<file path="src/rtl/dw_retry_pkg.sv">
package dw_retry_pkg;
  typedef enum logic [2:0] {
    TERM_NORMAL = 3'd0,
    TERM_RETRY  = 3'd1,
    TERM_DISC   = 3'd2,
    TERM_TABORT = 3'd3,
    TERM_MABORT = 3'd4
  } term_e;

  typedef enum logic [2:0] {
    RSP_DONE   = 3'd0,
    RSP_RETRY  = 3'd1,
    RSP_DISC   = 3'd2,
    RSP_TABORT = 3'd3,
    RSP_MABORT = 3'd4,
    RSP_DROP   = 3'd5
  } rsp_e;

  localparam int unsigned STS_W      = 3;
  localparam int unsigned STS_RX_TA  = 0;
  localparam int unsigned STS_SIG_TA = 1;
  localparam int unsigned STS_RX_MA  = 2;
endpackage

</file>
<file path="src/rtl/dw_attempt_cnt.sv">
module dw_attempt_cnt #(
  parameter int unsigned LIM_W = 33
) (
  input  logic             clk_i,
  input  logic             rst_ni,
  input  logic             clr_i,
  input  logic             inc_i,
  input  logic [LIM_W-1:0] limit_i,
  output logic             hit_o
);
  logic [LIM_W-1:0] cnt_q;
  logic [LIM_W:0]   cnt_nxt;

  assign cnt_nxt = {1'b0, cnt_q} + 1'b1;
  // this retry would be the limit-th one
  assign hit_o   = cnt_nxt >= {1'b0, limit_i};

  always_ff @(posedge clk_i or negedge rst_ni) begin
    if (!rst_ni)    cnt_q <= '0;
    else if (clr_i) cnt_q <= '0;
    else if (inc_i) cnt_q <= cnt_nxt[LIM_W-1:0];
  end

  p_cnt_restart_r9: assert property (@(posedge clk_i) disable iff (!rst_ni)
    clr_i |=> cnt_q == '0);
  p_cnt_step_r7: assert property (@(posedge clk_i) disable iff (!rst_ni)
    (inc_i && !clr_i) |=> cnt_q == $past(cnt_q) + 1'b1);
endmodule

</file>
<file path="src/rtl/dw_status_regs.sv">
module dw_status_regs #(
  parameter int unsigned W = 3
) (
  input  logic         clk_i,
  input  logic         rst_ni,
  input  logic [W-1:0] set_i,
  input  logic [W-1:0] clr_i,
  output logic [W-1:0] q_o
);
  for (genvar i = 0; i < W; i++) begin : g_bit
    always_ff @(posedge clk_i or negedge rst_ni) begin
      if (!rst_ni)        q_o[i] <= 1'b0;
      else if (set_i[i])  q_o[i] <= 1'b1;
      else if (clr_i[i])  q_o[i] <= 1'b0;
    end

    p_sticky_r10: assert property (@(posedge clk_i) disable iff (!rst_ni)
      (q_o[i] && !clr_i[i]) |=> q_o[i]);
    p_set_wins_r10: assert property (@(posedge clk_i) disable iff (!rst_ni)
      set_i[i] |=> q_o[i]);
  end
endmodule

</file>
<file path="src/rtl/dw_resp_map.sv">
module dw_resp_map
  import dw_retry_pkg::*;
(
  input  term_e      term_i,
  input  logic       multi_i,
  input  logic       hit_i,
  output rsp_e       rsp_o,
  output logic [2:0] sts_set_o
);
  always_comb begin
    rsp_o     = RSP_DONE;
    sts_set_o = '0;
    unique case (term_i)
      TERM_NORMAL, TERM_DISC: rsp_o = multi_i ? RSP_DISC : RSP_DONE;
      TERM_RETRY:             rsp_o = hit_i ? RSP_DROP : RSP_RETRY;
      TERM_TABORT: begin
        rsp_o                 = RSP_TABORT;
        sts_set_o[STS_RX_TA]  = 1'b1;
        sts_set_o[STS_SIG_TA] = 1'b1;
      end
      TERM_MABORT: begin
        rsp_o                = RSP_MABORT;
        sts_set_o[STS_RX_MA] = 1'b1;
      end
      default: rsp_o = RSP_DONE;
    endcase
  end
endmodule

</file>
<file path="src/rtl/dw_retry_ctrl.sv">
module dw_retry_ctrl
  import dw_retry_pkg::*;
#(
  parameter int unsigned LIM_W = 33
) (
  input  logic             clk_i,
  input  logic             rst_ni,
  input  logic             req_valid_i,
  input  logic             req_multi_i,
  output logic             req_ready_o,
  output logic             att_start_o,
  input  logic             res_valid_i,
  input  logic [2:0]       res_term_i,
  input  logic [LIM_W-1:0] retry_limit_i,
  input  logic             serr_en_i,
  input  logic             nondeliv_dis_i,
  input  logic [2:0]       sts_clr_i,
  output logic             rsp_valid_o,
  output logic [2:0]       rsp_code_o,
  output logic [2:0]       sts_o,
  output logic             serr_o
);
  typedef enum logic [1:0] {ST_IDLE, ST_ISSUE, ST_WAIT} st_e;

  st_e        st_q, st_d;
  logic       multi_q;
  logic       accept, take, is_retry, hit;
  rsp_e       rsp_d;
  logic [2:0] sts_set, sts_set_q;

  assign req_ready_o = (st_q == ST_IDLE);
  assign att_start_o = (st_q == ST_ISSUE);
  assign accept      = req_valid_i && req_ready_o;
  assign take        = res_valid_i && (st_q == ST_WAIT);
  assign is_retry    = take && (term_e'(res_term_i) == TERM_RETRY);

  dw_attempt_cnt #(.LIM_W(LIM_W)) u_cnt (
    .clk_i  (clk_i),
    .rst_ni (rst_ni),
    .clr_i  (accept),
    .inc_i  (is_retry),
    .limit_i(retry_limit_i),
    .hit_o  (hit)
  );

  dw_resp_map u_map (
    .term_i   (term_e'(res_term_i)),
    .multi_i  (multi_q),
    .hit_i    (hit),
    .rsp_o    (rsp_d),
    .sts_set_o(sts_set)
  );

  assign sts_set_q = take ? sts_set : '0;

  dw_status_regs #(.W(STS_W)) u_sts (
    .clk_i (clk_i),
    .rst_ni(rst_ni),
    .set_i (sts_set_q),
    .clr_i (sts_clr_i),
    .q_o   (sts_o)
  );

  always_comb begin
    st_d = st_q;
    unique case (st_q)
      ST_IDLE:  if (accept) st_d = ST_ISSUE;
      ST_ISSUE: st_d = ST_WAIT;
      ST_WAIT:  if (take) st_d = (is_retry && !hit) ? ST_ISSUE : ST_IDLE;
      default:  st_d = ST_IDLE;
    endcase
  end

  always_ff @(posedge clk_i or negedge rst_ni) begin
    if (!rst_ni) begin
      st_q        <= ST_IDLE;
      multi_q     <= 1'b0;
      rsp_valid_o <= 1'b0;
      rsp_code_o  <= '0;
      serr_o      <= 1'b0;
    end else begin
      st_q        <= st_d;
      if (accept) multi_q <= req_multi_i;
      rsp_valid_o <= take;
      if (take) rsp_code_o <= rsp_d;
      serr_o      <= is_retry && hit && serr_en_i && !nondeliv_dis_i;
    end
  end

  p_busy_ignores_req_r1: assert property (@(posedge clk_i) disable iff (!rst_ni)
    (st_q == ST_WAIT && !res_valid_i) |=> st_q == ST_WAIT);
  p_start_after_accept_r2: assert property (@(posedge clk_i) disable iff (!rst_ni)
    accept |=> att_start_o);
  p_start_single_r2: assert property (@(posedge clk_i) disable iff (!rst_ni)
    att_start_o |=> !att_start_o);
  p_serr_pulse_r8: assert property (@(posedge clk_i) disable iff (!rst_ni)
    serr_o |=> !serr_o);
  p_serr_gated_r8: assert property (@(posedge clk_i) disable iff (!rst_ni)
    serr_o |-> $past(serr_en_i && !nondeliv_dis_i));
  p_tabort_status_r5: assert property (@(posedge clk_i) disable iff (!rst_ni)
    (rsp_valid_o && rsp_code_o == RSP_TABORT) |-> (sts_o[STS_RX_TA] && sts_o[STS_SIG_TA]));
  p_drop_idle_r7: assert property (@(posedge clk_i) disable iff (!rst_ni)
    (rsp_valid_o && rsp_code_o == RSP_DROP) |-> req_ready_o);
  p_rsp_pulse_r12: assert property (@(posedge clk_i) disable iff (!rst_ni)
    rsp_valid_o |=> !rsp_valid_o);
endmodule

</file>
<file path="config.mk">
export PLATFORM = sky130hd
export DESIGN_NAME = dw_retry_ctrl
export DESIGN_NICKNAME = d
export VERILOG_FILES = /design/src/rtl/dw_retry_pkg.sv /design/src/rtl/dw_attempt_cnt.sv /design/src/rtl/dw_status_regs.sv /design/src/rtl/dw_resp_map.sv /design/src/rtl/dw_retry_ctrl.sv
export SDC_FILE = /design/constraint.sdc
export NUM_CORES = 1
export LEC_CHECK = 0
export ABC_AREA = 1
export BUFFER_PORTS_ARGS = -buffer_cell sky130_fd_sc_hd__buf_4
export CAP_MARGIN = 20
export CORE_ASPECT_RATIO = 0.6
export CORE_MARGIN = 1
export CORE_UTILIZATION = 30
export DETAILED_ROUTE_END_ITERATION = 16
export SETUP_SLACK_MARGIN = 0.3
export SLEW_MARGIN = 15
export SYNTH_ARGS = -nofsm -noshare
export SYNTH_HDL_FRONTEND = slang
export SYNTH_SLANG_ARGS = --single-unit
</file>
<file path="constraint.sdc">
create_clock -name clk_i -period 3.45 [get_ports clk_i]
set_input_delay 0.5175 -clock clk_i [delete_from_list [all_inputs] [get_ports clk_i]]
set_output_delay 0.5175 -clock clk_i [all_outputs]
set_load 0.02 [all_outputs]
</file>
==> results.md, run 1 <==
- Status: finished clean
- Period utilisation layout: 0.876
- Vias in the first global route: 3204
- Drt pass-1 iters: 5
- Main synth FF type: dfrtp_1
- CP max stage cell: dfrtp_2
- RSZ-0062 raised after global routing: yes
- H-tree levels: 2
- Max Slew Vio Count: 0
- # clock sinks: 44
- Crit Path Class: reg2reg
- Cell count of the worst reg-to-reg path: 24
- Hpwl dp: 7890 um
- Remaining DRCs: 0
- Worst skew pair latency: 0.30 ns
- Worst Path Buf+Inv: 2
- Max IR drop VDD: 0.000333 V
- Starting density of the core: 0.312
- Cell area after synthesis: 3580 um2
- Min Tclk post-route: 3.02 ns
- Post-Synthesis Cells: 497
- CTS tree: built
- Slew margin rel.: 0.553
- DR WL/cell: 14.2 um
- Final net count: 646
- Layout area overhead: 28.6%
- Pwr per Cell Area: 347 nW/um2
- Cts hold-fix bufs: 0
- 1st-iter DRT viols: 353
- Lkg Pwr: 2.44 nW
- Die width: 143 um
- Internal power: 1.09 mW
- Number of synthesized flops with an enable pin: 0
- CTS clk-pin slew, worst paths: 0.07 ns
- I/O pin count: 56
- Synthesized area per cell: 7.20 um2
- Ant. Diodes: 0
- Startpoint Class: register
- Most used cell along the critical path: nor2_4
- Via count: 3377
- Worst Setup End Kind: register
- Critical path's top delay family: simple AND/OR/NAND/NOR gates
- Max Freq: 331 MHz
- Die span in y: 86.6 um
- RR Endpoint: serr_o
- Total grt overflow: 0
- TNS Setup: 0 ns
- Worst-Margin Slew: 0.669 ns
- Initial antenna violation count: 0
- Seq/Total Area, Yosys: 0.308
- Clk pwr share: 0.368
- Total track usage: 0.174
- # rows: 30
- Max Fanout on Critical Path: 5
- Fin Clk Skew: 0.00846 ns
- R2r startpoint: u_cnt.cnt_q[0]
- Max Cap Viol: 0
- Routed Antenna Nets: 0
- Final Hold Viols: 0
- Net Sw Frac: 0.318
- Vias per inst: 4.65
- Count of state elements after synthesis: 44
- I/O Buffers: 55
- CTS root buf: clkbuf_16
- Layout cells sized above 1: 0.229
- Synthesized net count: 577
- Yosys cell types: 32
- Ys Warns: 0
- Arr. time, crit path: 3.25 ns
- Core area: 11400 um2
- Part of the power in registers: 0.379
- Reg2reg setup slack: 0.43 ns
- Synth async-reset ratio: 1.00
- WP data required: 3.68 ns
- Routed WL: 10300 um
- Die area: 12400 um2
- Crit path cell chain: buf_6, nand3_4, nor2_4, nand2_2, nor2_4, nand2_4, nor2_4, nand2_4, nor2_4, xor2_2, inv_2, ha_4, nand2_4, nor2_4, nand2_1, nor2_2, nand3_1, nand2_1, nand2_1, nand3_2, nor2_2, nand2_1, nand3_1, nor2_1
- Inserted Clock Buffers: 5
- First-pass GRT wire length: 16300 um
- Clk buf depth: 2
- Largest net degree at the start of global routing: 45
- Hold/Removal Path Class: in2async
- Gpl congestion: 0.930
- Hold_ws: 0.221 ns
- Combinational power share: 0.253
- Max incr delay on CP: 0.43 ns
- Setup-failing EPs final: 0
- Switch Pwr: 0.507 mW
-- final cells by class --
type / count / area [um2]
Multi-Input combinational cell: 334 / 2170
Clock buffer: 6 / 139
Inverter: 112 / 420
Fill cell: 1215 / 6850
Timing Repair Buffer: 69 / 529
Tap cell: 160 / 200
Clock inverter: 2 / 38.8
Sequential cell: 44 / 1110
-- metrics by stage --
stage	instances	power (mW)	area, um2	setup slack, ns	utilization
after floorplan	497	0.814	3580	0.764	-
after global placement	707	0.978	4170	0.184	0.364
after detailed placement	707	0.981	4170	0.148	0.364
after CTS	716	1.57	4360	0.307	0.381
after global routing	727	1.67	4600	0.223	0.402
final	727	1.60	4600	0.429	0.402
-- what timing repair did --
action | 4_1_cts | 5_1_grt
gates resized for setup | 1 | 38
setup endpoints to repair | 3 | 3
pin swaps | 1 | 23
buffers inserted | 1 | 11
-- kinds of logic after synthesis --
kind of cell,after synthesis,synth area share
multiplexers,1,0.00315
flip-flops,44,0.308
buffers and inverters,119,0.127
XOR/XNOR,25,0.0654
adder cells (fa/ha/maj),34,0.119
AO/OA/AOI/OAI,57,0.0871
AND/OR/NAND/NOR,217,0.291
-- registers in the layout, indices dropped and copies added (netlist names) --
register and flops:
u_cnt.cnt_q 33, st_q 2, u_sts.q_o 3, serr_o 1
rsp_code_o 3, multi_q 1, rsp_valid_o 1
-- placed cells by master (no fill, tap or decap), types with 13 or more instances in the layout --
master | Yosys | layout
a21oi_1 | 15 | 15
buf_4 | 0 | 66
dfrtp_1 | 44 | 40
ha_1 | 34 | 31
inv_1 | 106 | 105
nand2_1 | 101 | 98
nand3_1 | 35 | 32
nor2_1 | 40 | 29
o21ai_1 | 13 | 13
o22ai_1 | 15 | 15
xor2_1 | 23 | 23
-- routing by layer --
metal	vias up	global-route usage	share of wire
met3	8	0.0431	0.076
li1	1714	-	-
met5	-	0	0
met4	0	0.0381	0.0063
met1	1537	0.275	0.55
met2	118	0.227	0.37
-- power by group through the flow --
stage	clock, mW	sequential (mW)	combinational [mW]
global placement	0	0.606	0.371
CTS	0.595	0.599	0.375
finish	0.588	0.605	0.403
detailed placement	0	0.607	0.374
global route	0.615	0.611	0.442
floorplan	0	0.626	0.188
-- how the worst max path moves through the flow --
stage                        start      to  slack (ns)  cells past startpoint
global placement    u_cnt.cnt_q[0]  serr_o        0.18                     20
detailed placement  u_cnt.cnt_q[0]  serr_o        0.15                     20
global route        u_cnt.cnt_q[0]  serr_o        0.22                     24
CTS                 u_cnt.cnt_q[0]  serr_o        0.31                     20
floorplan           u_cnt.cnt_q[0]  serr_o        0.76                     23
finish              u_cnt.cnt_q[0]  serr_o        0.43                     24
-- synth_stat cells (all sizes together), types with 2 or more instances --
master | number | share of area
inv | 112 | 0.12
dfrtp | 44 | 0.31
nand3b | 2 | 0.0042
nand4 | 8 | 0.014
nor4 | 3 | 0.0052
nand3 | 40 | 0.065
xor2 | 25 | 0.065
nor2 | 46 | 0.059
nand2 | 104 | 0.11
ha | 34 | 0.12
nor3 | 14 | 0.030
o22ai | 15 | 0.026
a21oi | 15 | 0.021
buf | 6 | 0.0080
o21ai | 24 | 0.034
Note: power is estimated with default switching activity, not from simulation.
==> run 2: changes to the inputs <==
- CELL_PAD_IN_SITES_DETAIL_PLACEMENT: not set -> 1
- CELL_PAD_IN_SITES_GLOBAL_PLACEMENT: not set -> 2
- HOLD_SLACK_MARGIN: not set -> 0.02
- PLACE_DENSITY_LB_ADDON: not set -> 0.1
==> run 2 against run 1 <==
Effect of this change: clock skew is 0.0034 ns lower; sequential cell count stayed put; total power decreased by 3.8%; sequential share of layout area is 0.84 points lower; setup slack got worse by 0.062 ns; final area up 3.5%; combinational power rose by 8.7%; critical endpoint unchanged.
==> results.md, run 2 (synthesis gave the netlist of run 1 again) <==
- Status: finished clean
- I/O Buffers: 55 (unchanged)
- # rows: 30 (unchanged)
- Routed Antenna Nets: 0 (unchanged)
- Largest net degree at the start of global routing: 45 (unchanged)
- Max Slew Vio Count: 0 (unchanged)
- TNS Setup: 0 ns (unchanged)
- Pre-CTS setup slack: 0.0365 ns (-0.111 ns)
- Gpl congestion: 0.845 (-9.1%)
- Final net count: 658 (+1.9%)
- Layout area overhead: 33.2%
- Total grt overflow: 0 (unchanged)
- Commonest non-fill, non-tap cell in the layout: inv_1
- Die span in y: 86.6 um (unchanged)
- Worst-Margin Slew: 0.742 ns (+0.0738 ns)
- DR WL/cell: 16.7 um (+18%)
- Starting density of the core: 0.312 (unchanged)
- Routed WL: 12300 um (+20%)
- Most frequent cells in the layout: inv_1, nand2_1, buf_4
- Ant. Diodes: 0 (unchanged)
- Post-route setup slack: 0.367 ns (-0.0621 ns)
- Worst skew pair latency: 0.29 ns (about the same)
- Most used cell along the critical path: nor2_4
- Fill cells: 1439 (+18%)
- Layout cells sized above 1: 0.269 (+0.0402)
- Cell count along the critical path: 23 (-4.2%)
- Hpwl dp: 9610 um (+22%)
- Max Cap Viol: 0 (unchanged)
- Total track usage: 0.208 (+0.0343)
- Drt pass-1 iters: 4 (-1)
- Slew margin rel.: 0.504 (-0.0493)
- Startpoint Class: register
- Inserted Clock Buffers: 5 (unchanged)
- Vias per inst: 4.76 (+2.5%)
- Dpl cells: 709 (+0.28%)
- Crit Path Class: reg2reg
- Vias in the first global route: 3409 (+6.4%)
- Hold/Removal Path Class: in2async
- Regs by FF count: u_cnt.cnt_q: 33 flops, rsp_code_o: 3 flops, u_sts.q_o: 3 flops
- Post-layout util: 0.416 (+0.0141)
- 1st-iter DRT viols: 225 (-36%)
- Max FFs per register: 33 (unchanged)
- Reg2reg setup slack: 0.37 ns (-0.06 ns)
- Via count: 3517 (+4.1%)
- Remaining DRCs: 0 (unchanged)
- Initial antenna violation count: 0 (unchanged)
- Critical path's top delay family: simple AND/OR/NAND/NOR gates
- Die area: 12400 um2 (unchanged)
- CTS root buf: clkbuf_16
- Setup-failing EPs final: 0 (unchanged)
- RR Endpoint: serr_o
- Arr. time, crit path: 3.30 ns (+0.05 ns)
- R2r startpoint: u_cnt.cnt_q[0]
- Largest register by flop count: u_cnt.cnt_q
- Period utilisation layout: 0.894 (+0.0180)
- Die width: 143 um (unchanged)
- Fin cells: 739 (+1.7%)
- I/O pin count: 56 (unchanged)
- Crit path cell chain: buf_6, nand3_4, nor2_4, nand2_2, nor2_4, nand2_4, nor2_4, nand2_4, buf_4, nor2_4, xor2_2, inv_2, ha_4, nand4_1, nor2_2, nand3_2, nand2_2, nand2_2, nand3_2, nor2_2, nand2_1, nand3_1, nor2_1
- Lkg Pwr: 2.52 nW (+3.3%)
- Core area: 11400 um2 (unchanged)
- H-tree levels: 2 (unchanged)
- CTS clk-pin slew, worst paths: 0.06 ns (about the same)
- Final Hold Viols: 0 (unchanged)
- WP data required: 3.67 ns (about the same)
- CP max stage cell: dfrtp_1
- Max Freq: 324 MHz (-2.0%)
- First-pass GRT wire length: 19000 um (+17%)
- Fin Clk Skew: 0.00508 ns (-0.00338 ns)
- Worst Setup End Kind: register
- Max incr delay on CP: 0.43 ns (about the same)
- # clock sinks: 44 (unchanged)
- Pwr per Cell Area: 322 nW/um2 (-7.0%)
- RSZ-0062 raised after global routing: yes
- Cell count of the worst reg-to-reg path: 23 (-4.2%)
- CTS tree: built
- Worst Path Buf+Inv: 3 (+1)
- Max IR drop VDD: 0.000164 V (-51%)
- Cell Area, Placed: 4190 um2 (+0.36%)
- Max Fanout on Critical Path: 4 (-1)
- Clk buf depth: 2 (unchanged)
- Finished Cell Area: 4760 um2 (+3.5%)
- Min Tclk post-route: 3.08 ns (+0.0621 ns)
[run 2: changes by cell type in the layout (fill, tap and decap cells not counted), sizes merged]
cell    previous run  this run
buf               69        81
clkbuf             6         8
bufinv             1         0
clkinv             1         0
[run 2: metal layers]
layer / GRT usage / share of wire / vias up
li1: - / - / 1727
met1: 0.356 / 0.57 / 1679
met2: 0.258 / 0.36 / 107
met3: 0.0398 / 0.068 / 4
met4: 0.0235 / 0.0045 / 0
met5: 0 / 0 / -
[run 2: worst max-delay path by stage]
stage | from | slack [ns] | to
floorplan | u_cnt.cnt_q[0] | 0.76 | serr_o
global placement | u_cnt.cnt_q[0] | 0.16 | serr_o
detailed placement | u_cnt.cnt_q[0] | 0.04 | serr_o
CTS | u_cnt.cnt_q[0] | 0.30 | serr_o
global route | u_cnt.cnt_q[0] | 0.11 | serr_o
finish | u_cnt.cnt_q[0] | 0.37 | serr_o
[run 2: what timing repair did]
| item | CTS | global route |
|---|---|---|
| hold buffers | 0 | 0 |
| gates resized for setup | 18 | 40 |
| setup buffers | 9 | 13 |
| endpoints found under the setup margin | 3 | 3 |
| pin swaps | 11 | 27 |
[run 2: stage by stage]
| stage | power (mW) | hold WS [ns] |
|---|---|---|
| finish | 1.54 | 0.246 |
| global route | 1.61 | 0.298 |
| CTS | 1.54 | 0.269 |
| detailed placement | 1.01 | 0.491 |
| global placement | 0.997 | 0.475 |
| floorplan | 0.814 | 0.222 |
[run 2: cell type report]
type	count	area (um2)	share of cell area
Inverter	112	420	0.0883
Multi-Input combinational cell	334	2270	0.477
Clock buffer	8	146	0.0307
Sequential cell	44	1100	0.232
Timing Repair Buffer	81	619	0.130
Tap cell	160	200	0.0420
[run 2: power by group]
part	total (mW)	internal [mW]	switching, mW
Clock	0.497	0.290	0.208
Sequential	0.600	0.560	0.0397
Combinational	0.438	0.177	0.262
[run 2: worst register-to-register path, delay by kind of cell (launching register included)]
family | cells | cell delay [ns]
and+or+nand+nor | 18 | 1.77
DFF | 1 | 0.43
buffers and inverters | 3 | 0.36
adders and majority gates | 1 | 0.27
xor gates and xnor gates | 1 | 0.19
==> run 3: changes to the inputs <==
- CORE_UTILIZATION: 30 -> 32
==> run 3 against run 2 <==
Effect of this change: largest power group unchanged; die area fell by 6.1%; sequential power grew 0.8%; the run now ends with design-rule violations left; via count shrank 1.5%.
==> results.md, run 3 (synthesis gave the netlist of run 1 again) <==
- Status: complete, but fails checks
- Failing checks: design-rule violations
- Max IR drop VDD: 0.000176 V (+7.2%)
- WP data required: 3.67 ns (about the same)
- Commonest non-fill, non-tap cell in the layout: inv_1
- Total track usage: 0.221 (+0.0136)
- Arr. time, crit path: 3.20 ns (-0.10 ns)
- Reg2reg setup slack: 0.47 ns (+0.10 ns)
- CTS root buf: clkbuf_16
- Met1 Usage GRT: 0.348 (-0.00807)
- Layout area overhead: 33.3% (about the same)
- Max Cap Viol: 0 (unchanged)
- Most used routing layer: met1
- DR WL/cell: 17.3 um (+3.4%)
- Via count: 3464 (-1.5%)
- Vias per inst: 4.82 (+1.2%)
- Startpoint Class: register
- R2r startpoint: u_cnt.cnt_q[0]
- Hold_ws: 0.244 ns (-0.00155 ns)
- Finished Cell Area: 4770 um2 (about the same)
- Layout cells sized above 1: 0.278 (+0.00816)
- Worst Path Buf+Inv: 2 (-1)
- Final net count: 662 (+0.61%)
- CTS clk-pin slew, worst paths: 0.06 ns (about the same)
- Initial antenna violation count: 0 (unchanged)
- Routed Antenna Nets: 0 (unchanged)
- Pre-CTS setup slack: -0.0574 ns (-0.0939 ns)
- Worst Setup End Kind: register
- Crit path cell chain: nand3_4, nor2_4, nand2_2, nor2_4, nand2_4, nor2_4, nand2_4, buf_4, nor2_4, xor2_2, inv_1, ha_4, nand4_1, nor2_2, nand3_2, nand2_1, nand2_1, nand3_2, nor2_2, nand2_2, nand3_2, nor2_1
- Routed WL: 12400 um (+0.60%)
- Multi-input gate area: 2280 um2 (+0.50%)
- Setup-failing EPs final: 0 (unchanged)
- Inserted Clock Buffers: 5 (unchanged)
- Max incr delay on CP: 0.43 ns (about the same)
- Ant. Diodes: 0 (unchanged)
- Starting density of the core: 0.334 (+0.0217)
- 1st-iter DRT viols: 174 (-23%)
- RSZ-0062 raised after global routing: no
- Cts hold-fix bufs: 0 (unchanged)
- Crit Path Class: reg2reg
- Post-route setup slack: 0.467 ns (+0.100 ns)
- Regs by FF count: u_cnt.cnt_q: 33 flops, rsp_code_o: 3 flops, u_sts.q_o: 3 flops
- Max Slew Vio Count: 0 (unchanged)
- RR Endpoint: serr_o
- I/O Buffers: 55 (unchanged)
- Largest net degree at the start of global routing: 45 (unchanged)
- Pwr per Cell Area: 314 nW/um2 (-2.5%)
- Die width: 138 um (-3.1%)
- Fin Clk Skew: 0.00747 ns (+0.00239 ns)
- Period utilisation layout: 0.865 (-0.0291)
- H-tree levels: 2 (unchanged)
- Most frequent cells in the layout: inv_1, nand2_1, buf_4
- Gpl congestion: 0.869 (+2.8%)
- Die area: 11600 um2 (-6.1%)
- CTS tree: built
- Cell count of the worst reg-to-reg path: 22 (-4.3%)
- Max FFs per register: 33 (unchanged)
- Min Tclk post-route: 2.98 ns (-0.100 ns)
- Total grt overflow: 0 (unchanged)
- # clock sinks: 44 (unchanged)
- Critical path's top delay family: simple AND/OR/NAND/NOR gates
- Lkg Pwr: 2.53 nW (+0.22%)
- Clk buf depth: 2 (unchanged)
- Largest register by flop count: u_cnt.cnt_q
- Worst-Margin Slew: 0.640 ns (-0.102 ns)
- Most used cell along the critical path: nor2_4
- # rows: 29 (-3.3%)
- CP max stage cell: dfrtp_2
- Worst skew pair latency: 0.29 ns (about the same)
- Final Hold Viols: 0 (unchanged)
- Vias in the first global route: 3553 (+4.2%)
- Dpl cells: 688 (-3.0%)
- Post-layout util: 0.445 (+0.0293)
- First-pass GRT wire length: 19600 um (+2.9%)
- Hpwl dp: 9560 um (-0.58%)
- Fin cells: 719 (-2.7%)
- Remaining DRCs: 6 (+6)
- Die span in y: 83.9 um (-3.1%)
- I/O pin count: 56 (unchanged)
- Max Fanout on Critical Path: 4 (unchanged)
- Hold/Removal Path Class: in2async
- Drt pass-1 iters: 10 (+6)
- Met2 GRT Util: 0.297 (+0.0395)
- Core area: 10700 um2 (-6.5%)
- GR met3 Demand/Resource: 0.0591 (+0.0193)
- Max Freq: 335 MHz (+3.4%)
- Slew margin rel.: 0.573 (+0.0693)
- Fill cells: 1330 (-7.6%)
- Cell Area, Placed: 4170 um2 (-0.33%)
- Flip-flop and latch area: 1110 um2 (+0.11%)
-- run 3: cell count changes in the layout (fill, tap and decap cells not counted), sizes merged --
cell,delta
clkbuf,-3
buf,+4
-- run 3: worst reg2reg max path, stage by stage, from the launching register on --
cell	delay [ns]
dfrtp_2	0.43
nand3_4	0.11
nor2_4	0.19
nand2_2	0.09
nor2_4	0.16
nand2_4	0.08
nor2_4	0.14
nand2_4	0.09
buf_4	0.16
nor2_4	0.11
xor2_2	0.16
inv_1	0.09
ha_4	0.28
nand4_1	0.13
nor2_2	0.14
nand3_2	0.09
nand2_1	0.07
nand2_1	0.06
nand3_2	0.06
nor2_2	0.05
nand2_2	0.09
nand3_2	0.06
nor2_1	0.08
-- run 3: layer usage --
layer	up-vias	share of wire
li1	1738	-
met1	1647	0.54
met2	75	0.38
met3	4	0.072
met4	0	0.0035
met5	-	0
-- run 3: power breakdown --
part / switching (mW) / internal, mW / leakage, nW / total [mW]
combinational: 0.258 / 0.177 / 1.87 / 0.435
clock: 0.201 / 0.257 / 0.0616 / 0.458
sequential: 0.0438 / 0.562 / 0.599 / 0.605
-- run 3: what timing repair did --
item                       4_1_cts  5_1_grt
setup endpoints to repair        3        3
gates resized for setup         12       49
pin swaps                        8       19
buffers inserted                13       13
-- run 3: worst max path at each step --
stage	startpoint	endpoint	depth (start not counted)
after floorplan	u_cnt.cnt_q[0]	serr_o	23
after global placement	u_cnt.cnt_q[0]	serr_o	20
after detailed placement	u_cnt.cnt_q[0]	serr_o	20
after CTS	u_cnt.cnt_q[14]	rsp_code_o[2]	19
after global routing	u_cnt.cnt_q[0]	serr_o	22
final	u_cnt.cnt_q[0]	serr_o	22
-- run 3: layout make-up --
cell class              count  share of cell area
repair buffers             85               0.138
multi-input cells         334               0.479
well taps                 139              0.0365
flip-flops and latches     44               0.232
inverters                 112              0.0882
clock buffers               5              0.0262
-- run 3: stage by stage --
step	power, mW	setup TNS, ns
final	1.50	0
after global routing	1.58	0
after CTS	1.48	0
after detailed placement	1.02	-0.0655
after global placement	1.00	-0.0294
after floorplan	0.814	0
